==> src/rtl/sat_accum_pkg.sv <==
package sat_accum_pkg;

    // Treatment of a sum that leaves its representable range
    typedef enum logic {
        OVF_WRAP  = 1'b0,
        OVF_CLAMP = 1'b1
    } ovf_mode_e;

endpackage

==> src/rtl/sat_accum_extend.sv <==
module sat_accum_extend #(
    parameter int IN_W        = 64,
    parameter int ACC_W       = 64,
    parameter bit SIGNED_MODE = 1'b0
) (
    input  logic [IN_W-1:0]  in_word,
    output logic [ACC_W-1:0] ext_word
);
    localparam int PAD_W = ACC_W - IN_W;

    generate
        if (PAD_W == 0) begin : g_same
            assign ext_word = in_word;
        end else if (SIGNED_MODE) begin : g_sign
            assign ext_word = {{PAD_W{in_word[IN_W-1]}}, in_word};
        end else begin : g_zero
            assign ext_word = {{PAD_W{1'b0}}, in_word};
        end
    endgenerate
endmodule

==> src/rtl/sat_accum_add.sv <==
module sat_accum_add #(
    parameter int ACC_W       = 64,
    parameter bit SIGNED_MODE = 1'b0
) (
    input  logic [ACC_W-1:0] op_a,
    input  logic [ACC_W-1:0] op_b,
    output logic [ACC_W-1:0] sum_raw,
    output logic             ovf,
    output logic             ovf_neg
);
    localparam int WIDE_W = ACC_W + 1;

    logic [WIDE_W-1:0] wide_a;
    logic [WIDE_W-1:0] wide_b;
    logic [WIDE_W-1:0] wide_sum;

    generate
        if (SIGNED_MODE) begin : g_signed
            assign wide_a  = {op_a[ACC_W-1], op_a};
            assign wide_b  = {op_b[ACC_W-1], op_b};
            // guard bit disagrees with the result sign bit: out of range
            assign ovf     = wide_sum[ACC_W] ^ wide_sum[ACC_W-1];
            assign ovf_neg = wide_sum[ACC_W];
        end else begin : g_unsigned
            assign wide_a  = {1'b0, op_a};
            assign wide_b  = {1'b0, op_b};
            assign ovf     = wide_sum[ACC_W];
            assign ovf_neg = 1'b0;
        end
    endgenerate

    assign wide_sum = wide_a + wide_b;
    assign sum_raw  = wide_sum[ACC_W-1:0];
endmodule

==> src/rtl/sat_accum_clamp.sv <==
module sat_accum_clamp
    import sat_accum_pkg::*;
#(
    parameter int ACC_W       = 64,
    parameter bit SIGNED_MODE = 1'b0
) (
    input  logic [ACC_W-1:0] sum_raw,
    input  logic             ovf,
    input  logic             ovf_neg,
    input  ovf_mode_e        mode,
    output logic [ACC_W-1:0] sum_out
);
    localparam logic [ACC_W-1:0] LIM_HI = SIGNED_MODE ? {1'b0, {(ACC_W-1){1'b1}}}
                                                      : {ACC_W{1'b1}};
    localparam logic [ACC_W-1:0] LIM_LO = SIGNED_MODE ? {1'b1, {(ACC_W-1){1'b0}}}
                                                      : {ACC_W{1'b0}};

    always_comb begin
        sum_out = sum_raw;
        if (ovf && (mode == OVF_CLAMP)) begin
            sum_out = ovf_neg ? LIM_LO : LIM_HI;
        end
    end
endmodule

==> src/rtl/sat_accum.sv <==
module sat_accum
    import sat_accum_pkg::*;
#(
    parameter int IN_W        = 64,
    parameter int ACC_W       = 64,
    parameter bit SIGNED_MODE = 1'b0
) (
    input  logic             clk,
    input  logic             rst_n,
    input  logic             clr,
    input  logic             in_valid,
    input  logic [IN_W-1:0]  in_data,
    input  logic             sat_en,
    output logic [ACC_W-1:0] acc_out,
    output logic             ovf_flag
);
    typedef struct packed {
        logic [ACC_W-1:0] acc;
        logic             ovf;
    } state_t;

    state_t st_d, st_q;

    logic [ACC_W-1:0] term_ext;
    logic [ACC_W-1:0] sum_raw;
    logic [ACC_W-1:0] sum_lim;
    logic             add_ovf;
    logic             add_neg;
    ovf_mode_e        mode;

    assign mode = sat_en ? OVF_CLAMP : OVF_WRAP;

    sat_accum_extend #(
        .IN_W        (IN_W),
        .ACC_W       (ACC_W),
        .SIGNED_MODE (SIGNED_MODE)
    ) u_extend (
        .in_word  (in_data),
        .ext_word (term_ext)
    );

    sat_accum_add #(
        .ACC_W       (ACC_W),
        .SIGNED_MODE (SIGNED_MODE)
    ) u_add (
        .op_a    (st_q.acc),
        .op_b    (term_ext),
        .sum_raw (sum_raw),
        .ovf     (add_ovf),
        .ovf_neg (add_neg)
    );

    sat_accum_clamp #(
        .ACC_W       (ACC_W),
        .SIGNED_MODE (SIGNED_MODE)
    ) u_clamp (
        .sum_raw (sum_raw),
        .ovf     (add_ovf),
        .ovf_neg (add_neg),
        .mode    (mode),
        .sum_out (sum_lim)
    );

    always_comb begin
        st_d = st_q;
        if (clr) begin
            st_d = '0;
        end else if (in_valid) begin
            st_d.acc = sum_lim;
            st_d.ovf = st_q.ovf | add_ovf;
        end
    end

    always_ff @(posedge clk) begin
        if (!rst_n) begin
            st_q <= '0;
        end else begin
            st_q <= st_d;
        end
    end

    assign acc_out  = st_q.acc;
    assign ovf_flag = st_q.ovf;
endmodule

==> config.mk <==
export PLATFORM = sky130hd
export DESIGN_NAME = sat_accum
export DESIGN_NICKNAME = d
export VERILOG_FILES = /design/src/rtl/sat_accum_pkg.sv /design/src/rtl/sat_accum_extend.sv /design/src/rtl/sat_accum_add.sv /design/src/rtl/sat_accum_clamp.sv /design/src/rtl/sat_accum.sv
export SDC_FILE = /design/constraint.sdc
export NUM_CORES = 1
export LEC_CHECK = 0
export BUFFER_PORTS_ARGS = -buffer_cell sky130_fd_sc_hd__buf_2
export CORE_MARGIN = 2
export CORE_UTILIZATION = 45
export DETAILED_ROUTE_END_ITERATION = 8
export PLACE_DENSITY_LB_ADDON = 0.1
export REMOVE_ABC_BUFFERS = 1
export SKIP_LAST_GASP = 1
export SYNTH_ARGS = -nofsm -noshare
export SYNTH_HDL_FRONTEND = slang
export SYNTH_SLANG_ARGS = --single-unit
==> constraint.sdc <==
create_clock -name clk -period 3.05 [get_ports clk]
set_input_delay 0.61 -clock clk [delete_from_list [all_inputs] [get_ports clk]]
set_output_delay 0.61 -clock clk [all_outputs]
set_load 0.005 [all_outputs]
==> impl_metrics.py, run 1 <==
metrics = {
    "global_route": {
        "track_usage_pct": 27.1,
        "grt_pass1_wl_microns": 31500,
        "grt_overflow_total": 0,
        "first_global_vias": 6685,
        "antenna_found_initial": 0,
        "grt_max_degree": 53,
    },
    "die": {
        "core_sq_mm": 0.0127,
        "die_h_microns": 118,
        "die_w_microns": 118,
        "row_count": 41,
        "start_util_pct": 46.3,
        "dieArea_sq_mm": 0.0140,
        "io_pins": 134,
    },
    "cts": {
        "cts_buffers": 9,
        "clk_latency_ns": 0.35,
        "clkSlewWorstSetupHoldPaths_ns": 0.06,
        "clk_path_buf_depth": 2,
        "cts_sinks": 65,
        "root_buffer": "clkbuf_16",
        "cts_tree": "built",
        "cts.htree.levels": 3,
    },
    "setup_path": {
        "crit_fanout": 4,
        "crit_arrival_ns": 3.14,
        "critPathMaxStageDelay_ns": 0.35,
        "endpoint_kind": "flop",
        "crit_top_cell": "buf_4",
        "worstSetupPathType": "input port to flop",
        "slowest_stage": "ha_1",
        "crit_path_start_kind": "input port",
        "path_cells": "buf_2 > ha_1 > buf_4 > and4_1 > buf_4 > o21ai_2 > o211ai_1 > o2111ai_2 > a21oi_2 > o31a_1 > or3_1 > a21oi_1 > nor3_1",
        "rr_worst_depth": 13,
        "worstPathRequired_ns": 3.29,
    },
    "pwr": {
        "power_mw": 3.20,
        "leakage_nw": 3.88,
        "peakVddDrop_mv": 0.249,
        "power.density_mw_per_mm2": 396,
    },
    "sta": {
        "min_period_ns": 2.90,
        "worst_slack_ns": 0.150,
        "slew_viol_final": 0,
        "relSlewSlack_pct": 64.3,
        "period_share_pct": 95.1,
        "finalSetupViolCount": 0,
        "skew_ns": 0.00497,
        "grt_setup_unrepaired": "yes",
        "tightest_slew_ns": 0.530,
        "fin_tns_setup_ns": 0,
        "max_freq_mhz": 345,
        "finalHoldViolCount": 0,
    },
    "synth": {
        "yosysWarnings": 0,
        "synth_edf_count": 0,
        "synth_flop_cell": "dfxtp_1",
        "synth_cell_type_count": 61,
        "synth-simple-area-share_pct": 14.9,
        "synth_fa_ha_area_share_pct": 14.0,
        "muxShareOfSynthArea_pct": 0,
        "syn_inst": 782,
        "yosysSeqAreaShare_pct": 22.2,
        "synth_top_family_by_area": "compound AO/OA/AOI/OAI gates",
        "async_flop_share_pct": 0,
        "ys_ff_latch": 65,
        "netlist_area_sq_mm": 0.00587,
        "avgSynthCellArea_sq_um": 7.50,
        "synth_xor_area_share_pct": 8.51,
        "synth_compound_area_share_pct": 35.9,
    },
    "status": {
        "status": "completed",
    },
    "layout": {
        "area_growth_syn_to_layout_pct": 37.5,
        "final_cells": 1195,
        "drive_gt1_share_pct": 32.4,
        "num_antenna_cells": 0,
        "nets": 1152,
        "design_area_sq_mm": 0.00807,
        "layout_commonest_cell": "buf_4",
        "mostFrequentLayoutCells": "buf_4 (140), buf_2 (133), a21oi_1 (127), o21ai_0 (88), dfxtp_1 (65)",
    },
    "place": {
        "dp_cells": 1177,
        "place_ws_ns": -0.296,
        "io_buffers": 133,
        "place_area_sq_mm": 0.00761,
        "dp_hpwl_microns": 14600,
        "place.gp.congestion": 0.940,
    },
    "drt": {
        "drc": 0,
        "dr_total_vias": 6770,
        "ant_nets": 0,
        "vias_per_cell": 5.67,
        "firstDrtPassIters": 5,
        "wirelength_microns": 18900,
        "wl_per_cell_microns": 15.8,
        "drt_iter0_drc": 448,
    },
    "min_path": {
        "worstHoldPathCells": 1,
        "min_path_type": "flop to flop",
    },
    "run": {
        "cap_violations": 0,
    },
}
[repair_timing]
action                     CTS  global route
hold buffers                 0             0
setup endpoints to repair    0            44
setup buffers                0             2
gates resized for setup      0            30
[per-stage QoR]
stage,util [%],hold WS [ns]
6_report,63.7,0.509
2_1_floorplan,-,0.464
5_1_grt,63.7,0.544
3_5_place_dp,60.1,0.501
4_1_cts,62.5,0.515
3_3_place_gp,60.1,0.501
[layer usage]
| metal | vias to the layer above | global-route usage [%] | wire [microns] |
|---|---|---|---|
| met5 | - | 0 | 0 |
| met2 | 218 | 45.9 | 9020 |
| li1 | 3378 | - | - |
| met3 | 33 | 3.52 | 915 |
| met1 | 3141 | 34.9 | 8580 |
| met4 | 0 | 10.3 | 414 |
[area by class of cell]
class,instances,area (sq um)
clock inverters,2,35.0
fillers,1145,4600
flip-flops and latches,65,1300
repair buffers,274,1740
inverters,17,63.8
well taps,172,215
clock buffers,14,274
multi-input cells,651,4440
[sequential cells by signal (all words and copies together), names as in the netlist]
register and flops:
acc_out 64, ovf_flag 1
[synth_stat cells, types with 6 or more instances]
cell type    n  share of area [%]
nand4_1     24                2.6
a31oi_1      6               0.64
buf_2       11               0.94
o211ai_1     8                1.0
o21bai_1    18                2.3
xor2_1      22                3.3
ha_1        64                 14
xnor2_1     35                5.2
o31ai_1      6               0.77
o21a_1       7               0.90
a21o_1      28                3.6
nor2_1      38                2.4
inv_1       16                1.0
o21ai_0     89                7.6
a21oi_1    135                 12
nor3_1      15                1.3
nand3_1     10               0.85
nand2_1     58                3.7
clkbuf_1    38                2.4
dfxtp_1     65                 22
nor2b_1      6               0.64
o21ai_1     14                1.2
[cells by family after synthesis]
group / count (synthesis)
AO/OA/AOI/OAI: 350
XOR/XNOR: 57
adder cells (fa/ha/maj): 65
buffers and inverters: 66
flip-flops: 65
AND/OR/NAND/NOR: 179
[worst max-delay path, delay by kind of cell]
| kind | cells | cell delay [ns] |
|---|---|---|
| buffers and inverters | 3 | 0.41 |
| AO/OA/AOI/OAI | 6 | 1.18 |
| adder cells (fa/ha/maj) | 1 | 0.35 |
| AND/OR/NAND/NOR | 3 | 0.60 |
[final timing paths]
path         slack (ns)        start           to
max                0.15  in_data[26]  acc_out[62]
min                0.51   acc_out[5]   acc_out[5]
max reg2reg        0.17   acc_out[1]  acc_out[57]
min reg2reg        0.51   acc_out[5]   acc_out[5]
[report_power, final]
group          internal (mW)  switching (mW)
clock network          0.699           0.416
registers              0.898          0.0376
logic                  0.535           0.610
(Power assumes the default switching activity.)
==> inputs of run 2 (changes only) <==
==> constraint.sdc (replaced) <==
create_clock -name clk -period 3.05 [get_ports clk]
set_input_delay 0.1525 -clock clk [delete_from_list [all_inputs] [get_ports clk]]
set_output_delay 0.1525 -clock clk [all_outputs]
set_load 0.005 [all_outputs]
==> impl_metrics.py, run 2 (same netlist as run 1, synthesis figures left out) <==
metrics = {
    "die": {
        "io_pins": 134,
        "row_count": 41,
        "core_sq_mm": 0.0127,
        "start_util_pct": 46.3,
        "die_h_microns": 118,
        "die_w_microns": 118,
        "dieArea_sq_mm": 0.0140,
    },
    "cts": {
        "clk_path_buf_depth": 2,
        "cts_sinks": 65,
        "postCtsHoldBufs": 0,
        "cts_buffers": 9,
        "cts_tree": "built",
        "clk_latency_ns": 0.35,
        "clkSlewWorstSetupHoldPaths_ns": 0.06,
        "root_buffer": "clkbuf_16",
        "cts.htree.levels": 3,
        "cts_setup_buffers": 0,
    },
    "sta": {
        "finalSetupViolCount": 0,
        "worst_slack_ns": 0.122,
        "skew_ns": 0.00571,
        "min_period_ns": 2.93,
        "tightest_slew_ns": 0.616,
        "fin_tns_setup_ns": 0,
        "holdWs_ns": 0.211,
        "slew_viol_final": 0,
        "relSlewSlack_pct": 58.9,
        "period_share_pct": 96.0,
        "finalHoldViolCount": 0,
        "max_freq_mhz": 342,
    },
    "place": {
        "dp_hpwl_microns": 14000,
        "io_buffers": 133,
        "place.gp.congestion": 0.919,
        "dp_cells": 1071,
        "place_ws_ns": -0.00459,
    },
    "drt": {
        "dr_total_vias": 6332,
        "wirelength_microns": 18400,
        "drc": 0,
        "ant_nets": 0,
        "wl_per_cell_microns": 17.0,
        "vias_per_cell": 5.83,
        "drt_iter0_drc": 406,
        "firstDrtPassIters": 5,
    },
    "pwr": {
        "p_int_mw": 1.89,
        "power.density_mw_per_mm2": 403,
        "pwr-share-seq_pct": 31.8,
        "pwr-share-comb_pct": 33.9,
        "p_clk_share_pct": 34.2,
        "switching_share_pct": 35.8,
        "leakage_nw": 3.33,
        "p_sw_mw": 1.05,
        "peakVddDrop_mv": 0.236,
    },
    "layout": {
        "nets": 1044,
        "mostFrequentLayoutCells": "buf_2 (133), a21oi_1 (127), o21ai_0 (88), dfxtp_1 (64), nand2_1 (58)",
        "seq_area_sq_mm": 0.00130,
        "largest_reg_flops": 64,
        "nFillCells": 1243,
        "area_growth_syn_to_layout_pct": 24.2,
        "num_antenna_cells": 0,
        "drive_gt1_share_pct": 25.0,
        "layout_commonest_cell": "buf_2",
        "multi_input_area_sq_mm": 0.00450,
        "final_cells": 1087,
    },
    "global_route": {
        "grt_max_degree": 54,
        "grt_overflow_total": 0,
        "grt_pass1_wl_microns": 29400,
        "antenna_found_initial": 0,
        "grt_use_met3_pct": 4.01,
        "track_usage_pct": 25.5,
        "met1_usage_pct": 33.5,
        "busiest_layer": "met2",
        "first_global_vias": 6009,
        "met2_usage_pct": 42.4,
    },
    "status": {
        "status": "completed",
    },
    "setup_path": {
        "worstPathRequired_ns": 3.28,
        "crit_arrival_ns": 3.16,
        "r2r_end": "acc_out[58]",
        "r2r_setup_slack_ns": 0.12,
        "endpoint_kind": "flop",
        "r2r-start": "acc_out[17]",
        "crit_fanout": 3,
        "crit_path_start_kind": "flop",
        "worstSetupPathType": "flop to flop",
        "rr_worst_depth": 10,
    },
    "min_path": {
        "min_from": "clr",
        "min_path_type": "input port to flop",
        "worstHoldPathCells": 4,
        "min_delay_worst_endpoint": "acc_out[12]",
    },
    "run": {
        "cap_violations": 0,
    },
}
-- run 2: cell count changes in the layout (fill, tap and decap cells not counted), moves of 3 or more --
cell / previous run / this run
buf_4: 140 / 32
ha_1: 60 / 56
a21oi_2: 12 / 9
a21oi_4: 0 / 3
clkinv_4: 0 / 3
ha_4: 0 / 3
-- run 2: layout make-up --
type                            count  share of cell area, %
Multi-Input combinational cell    651                   61.7
Tap cell                          172                   2.95
Inverter                           17                  0.876
Timing Repair Buffer              166                   12.7
Clock buffer                       10                   3.28
Sequential cell                    65                   17.9
Clock inverter                      6                  0.601
-- run 2: timing repair --
| action | CTS | global route |
|---|---|---|
| gates resized for setup | 1 | 39 |
| gates cloned | 0 | 0 |
| endpoints found under the setup margin | 1 | 38 |
| hold endpoints to repair | 0 | 0 |
| pin swaps | 1 | 7 |
-- run 2: power by group through the flow --
stage / registers, mW / logic [mW] / clock network [mW]
CTS: 0.934 / 0.953 / 1.02
detailed placement: 0.953 / 0.944 / 0
global placement: 0.949 / 0.939 / 0
global route: 0.941 / 1.10 / 1.05
finish: 0.935 / 0.997 / 1.01
floorplan: 0.952 / 0.613 / 0
-- run 2: how the worst max path moves through the flow --
stage / startpoint / end / slack (ns) / cells after the start
6_report: acc_out[17] / acc_out[58] / 0.12 / 10
5_1_grt: acc_out[18] / acc_out[60] / -0.003 / 11
4_1_cts: acc_out[0] / acc_out[58] / 0.02 / 11
3_5_place_dp: acc_out[0] / acc_out[58] / -0.005 / 11
3_3_place_gp: acc_out[0] / acc_out[58] / 0.08 / 11
2_1_floorplan: acc_out[0] / acc_out[58] / -0.71 / 11
-- run 2: critical path: stages, from the launching register on --
cell and delay [ns]:
dfxtp_1 0.33, ha_1 0.30, a21oi_1 0.24, o31ai_1 0.15, a211oi_4 0.27, o211ai_1 0.17
o2111ai_2 0.32, a21oi_4 0.11, o31ai_4 0.32, or4b_1 0.46, o2111a_1 0.13
-- run 2: through the flow --
step	cell area (sq um)	util [%]	power, mW
after floorplan	5670	-	1.57
after global placement	6820	53.8	1.89
after detailed placement	6820	53.8	1.90
after CTS	7110	56.1	2.91
after global routing	7290	57.5	3.09
final	7290	57.5	2.94
-- run 2: routing by layer --
| layer | up-vias | wire length, microns |
|---|---|---|
| met5 | - | 0 |
| met3 | 32 | 1050 |
| li1 | 3166 | - |
| met4 | 0 | 341 |
| met1 | 2914 | 8330 |
| met2 | 220 | 8710 |
==> inputs of run 3 (changes only) <==
--- a/config.mk
+++ b/config.mk
@@ -7,7 +7,7 @@
 export LEC_CHECK = 0
 export BUFFER_PORTS_ARGS = -buffer_cell sky130_fd_sc_hd__buf_2
 export CORE_MARGIN = 2
-export CORE_UTILIZATION = 45
+export CORE_UTILIZATION = 30
 export DETAILED_ROUTE_END_ITERATION = 8
 export PLACE_DENSITY_LB_ADDON = 0.1
 export REMOVE_ABC_BUFFERS = 1
==> impl_metrics.py, run 3 (same netlist as run 1, synthesis figures left out) <==
metrics = {
    "setup_path": {
        "path_cells": "ha_1 > a21o_1 > and4_1 > o21a_1 > a2111o_1 > a21oi_4 > o211ai_1 > a31oi_2 > o21ai_1 > xnor2_1 > a21oi_1",
        "worstPathRequired_ns": 3.28,
        "r2r-start": "acc_out[1]",
        "r2r_end": "acc_out[57]",
        "rr_worst_depth": 11,
        "endpoint_kind": "flop",
        "r2r_setup_slack_ns": 0.14,
        "critPathMaxStageDelay_ns": 0.50,
        "worstSetupPathType": "flop to flop",
        "crit_arrival_ns": 3.15,
        "slowest_stage": "a2111o_1",
        "setup.worst_path.start": "acc_out[1]",
        "crit_fanout": 5,
        "crit_path_start_kind": "flop",
        "critPathCapture": "acc_out[57]",
    },
    "sta": {
        "grt_setup_unrepaired": "yes",
        "relSlewSlack_pct": 58.4,
        "slew_viol_final": 0,
        "tightest_slew_ns": 0.623,
        "holdWs_ns": 0.203,
        "min_period_ns": 2.91,
        "max_freq_mhz": 344,
        "period_share_pct": 95.4,
        "finalHoldViolCount": 0,
        "skew_ns": 0.00813,
        "finalSetupViolCount": 0,
    },
    "cts": {
        "cts.htree.levels": 3,
        "cts_tree": "built",
        "postCtsHoldBufs": 0,
        "cts_sinks": 65,
        "root_buffer": "clkbuf_16",
        "clk_latency_ns": 0.35,
        "cts_buffers": 9,
        "clkSlewWorstSetupHoldPaths_ns": 0.06,
        "clk_path_buf_depth": 2,
    },
    "drt": {
        "ant_nets": 0,
        "vias_per_cell": 5.20,
        "wl_per_cell_microns": 16.3,
        "drc": 0,
        "drt_iter0_drc": 304,
        "dr_total_vias": 6287,
        "firstDrtPassIters": 5,
        "wirelength_microns": 19700,
    },
    "layout": {
        "area_growth_syn_to_layout_pct": 28.7,
        "layout_commonest_cell": "buf_2",
        "nFillCells": 2077,
        "mostFrequentLayoutCells": "buf_2 (133), a21oi_1 (131), o21ai_0 (89), dfxtp_1 (64), buf_4 (62)",
        "final_util_pct": 39.1,
        "largest_reg_flops": 64,
        "final_cells": 1209,
        "nets": 1075,
        "drive_gt1_share_pct": 26.2,
        "num_antenna_cells": 0,
    },
    "place": {
        "dp_cells": 1194,
        "io_buffers": 133,
        "dp_hpwl_microns": 15800,
        "place.gp.congestion": 0.878,
    },
    "die": {
        "die_h_microns": 144,
        "core_sq_mm": 0.0193,
        "die_w_microns": 144,
        "row_count": 51,
        "start_util_pct": 30.4,
        "dieArea_sq_mm": 0.0207,
        "io_pins": 134,
    },
    "global_route": {
        "grt_pass1_wl_microns": 31900,
        "grt_max_degree": 59,
        "track_usage_pct": 19.5,
        "first_global_vias": 6248,
        "grt_overflow_total": 0,
        "antenna_found_initial": 0,
    },
    "run": {
        "cap_violations": 0,
    },
    "pwr": {
        "peakVddDrop_mv": 0.252,
        "leakage_nw": 3.47,
        "power.density_mw_per_mm2": 393,
    },
    "status": {
        "status": "completed",
    },
    "min_path": {
        "min_path_type": "input port to flop",
    },
}
run 3: per-stage QoR:
step	setup slack (ns)	area, sq um	setup TNS, ns	power [mW]
floorplan	-0.713	5670	-17.79	1.57
global placement	0.0386	7160	0	1.98
detailed placement	0.00334	7160	0	1.97
CTS	0.00271	7420	0	2.98
global route	-0.00608	7550	-0.00681	3.15
finish	0.139	7550	0	2.97
run 3: metal layers:
metal,GRT usage (%),vias up,wire [microns]
li1,-,3233,-
met1,26.5,2894,9590
met2,31.7,137,9050
met3,2.70,23,725
met4,6.14,0,358
met5,0,-,0
run 3: cell type report:
type / count / area (sq um) / area share, %
Clock buffer: 14 / 264 / 3.50
Sequential cell: 65 / 1300 / 17.2
Timing Repair Buffer: 197 / 1160 / 15.4
Inverter: 17 / 63.8 / 0.845
Multi-Input combinational cell: 651 / 4430 / 58.6
Tap cell: 265 / 332 / 4.39
run 3: worst max-delay path, delay by kind of cell (launching register included):
kind,cells,cell delay [ns]
compound gates,8,1.82
flops,1,0.34
fa+ha+maj,1,0.26
simple gates,1,0.23
xor+xnor,1,0.14
run 3: worst min-delay path by stage:
stage	to	start	cells after the start	slack (ns)
2_1_floorplan	acc_out[5]	in_valid	1	0.31
3_3_place_gp	ovf_flag	ovf_flag	1	0.46
3_5_place_dp	ovf_flag	ovf_flag	1	0.46
4_1_cts	ovf_flag	clr	3	0.20
5_1_grt	ovf_flag	clr	3	0.24
6_report	ovf_flag	clr	3	0.20
run 3: where the power goes:
part | leakage, nW | switching, mW | internal [mW] | total, mW
logic | 2.81 | 0.587 | 0.445 | 1.03
registers | 0.532 | 0.0376 | 0.898 | 0.936
clock network | 0.129 | 0.411 | 0.588 | 0.999
run 3: repair_timing:
| item | in CTS | in global routing |
|---|---|---|
| setup endpoints to repair | 0 | 38 |
| setup buffers | 0 | 1 |
| gates resized for setup | 0 | 28 |
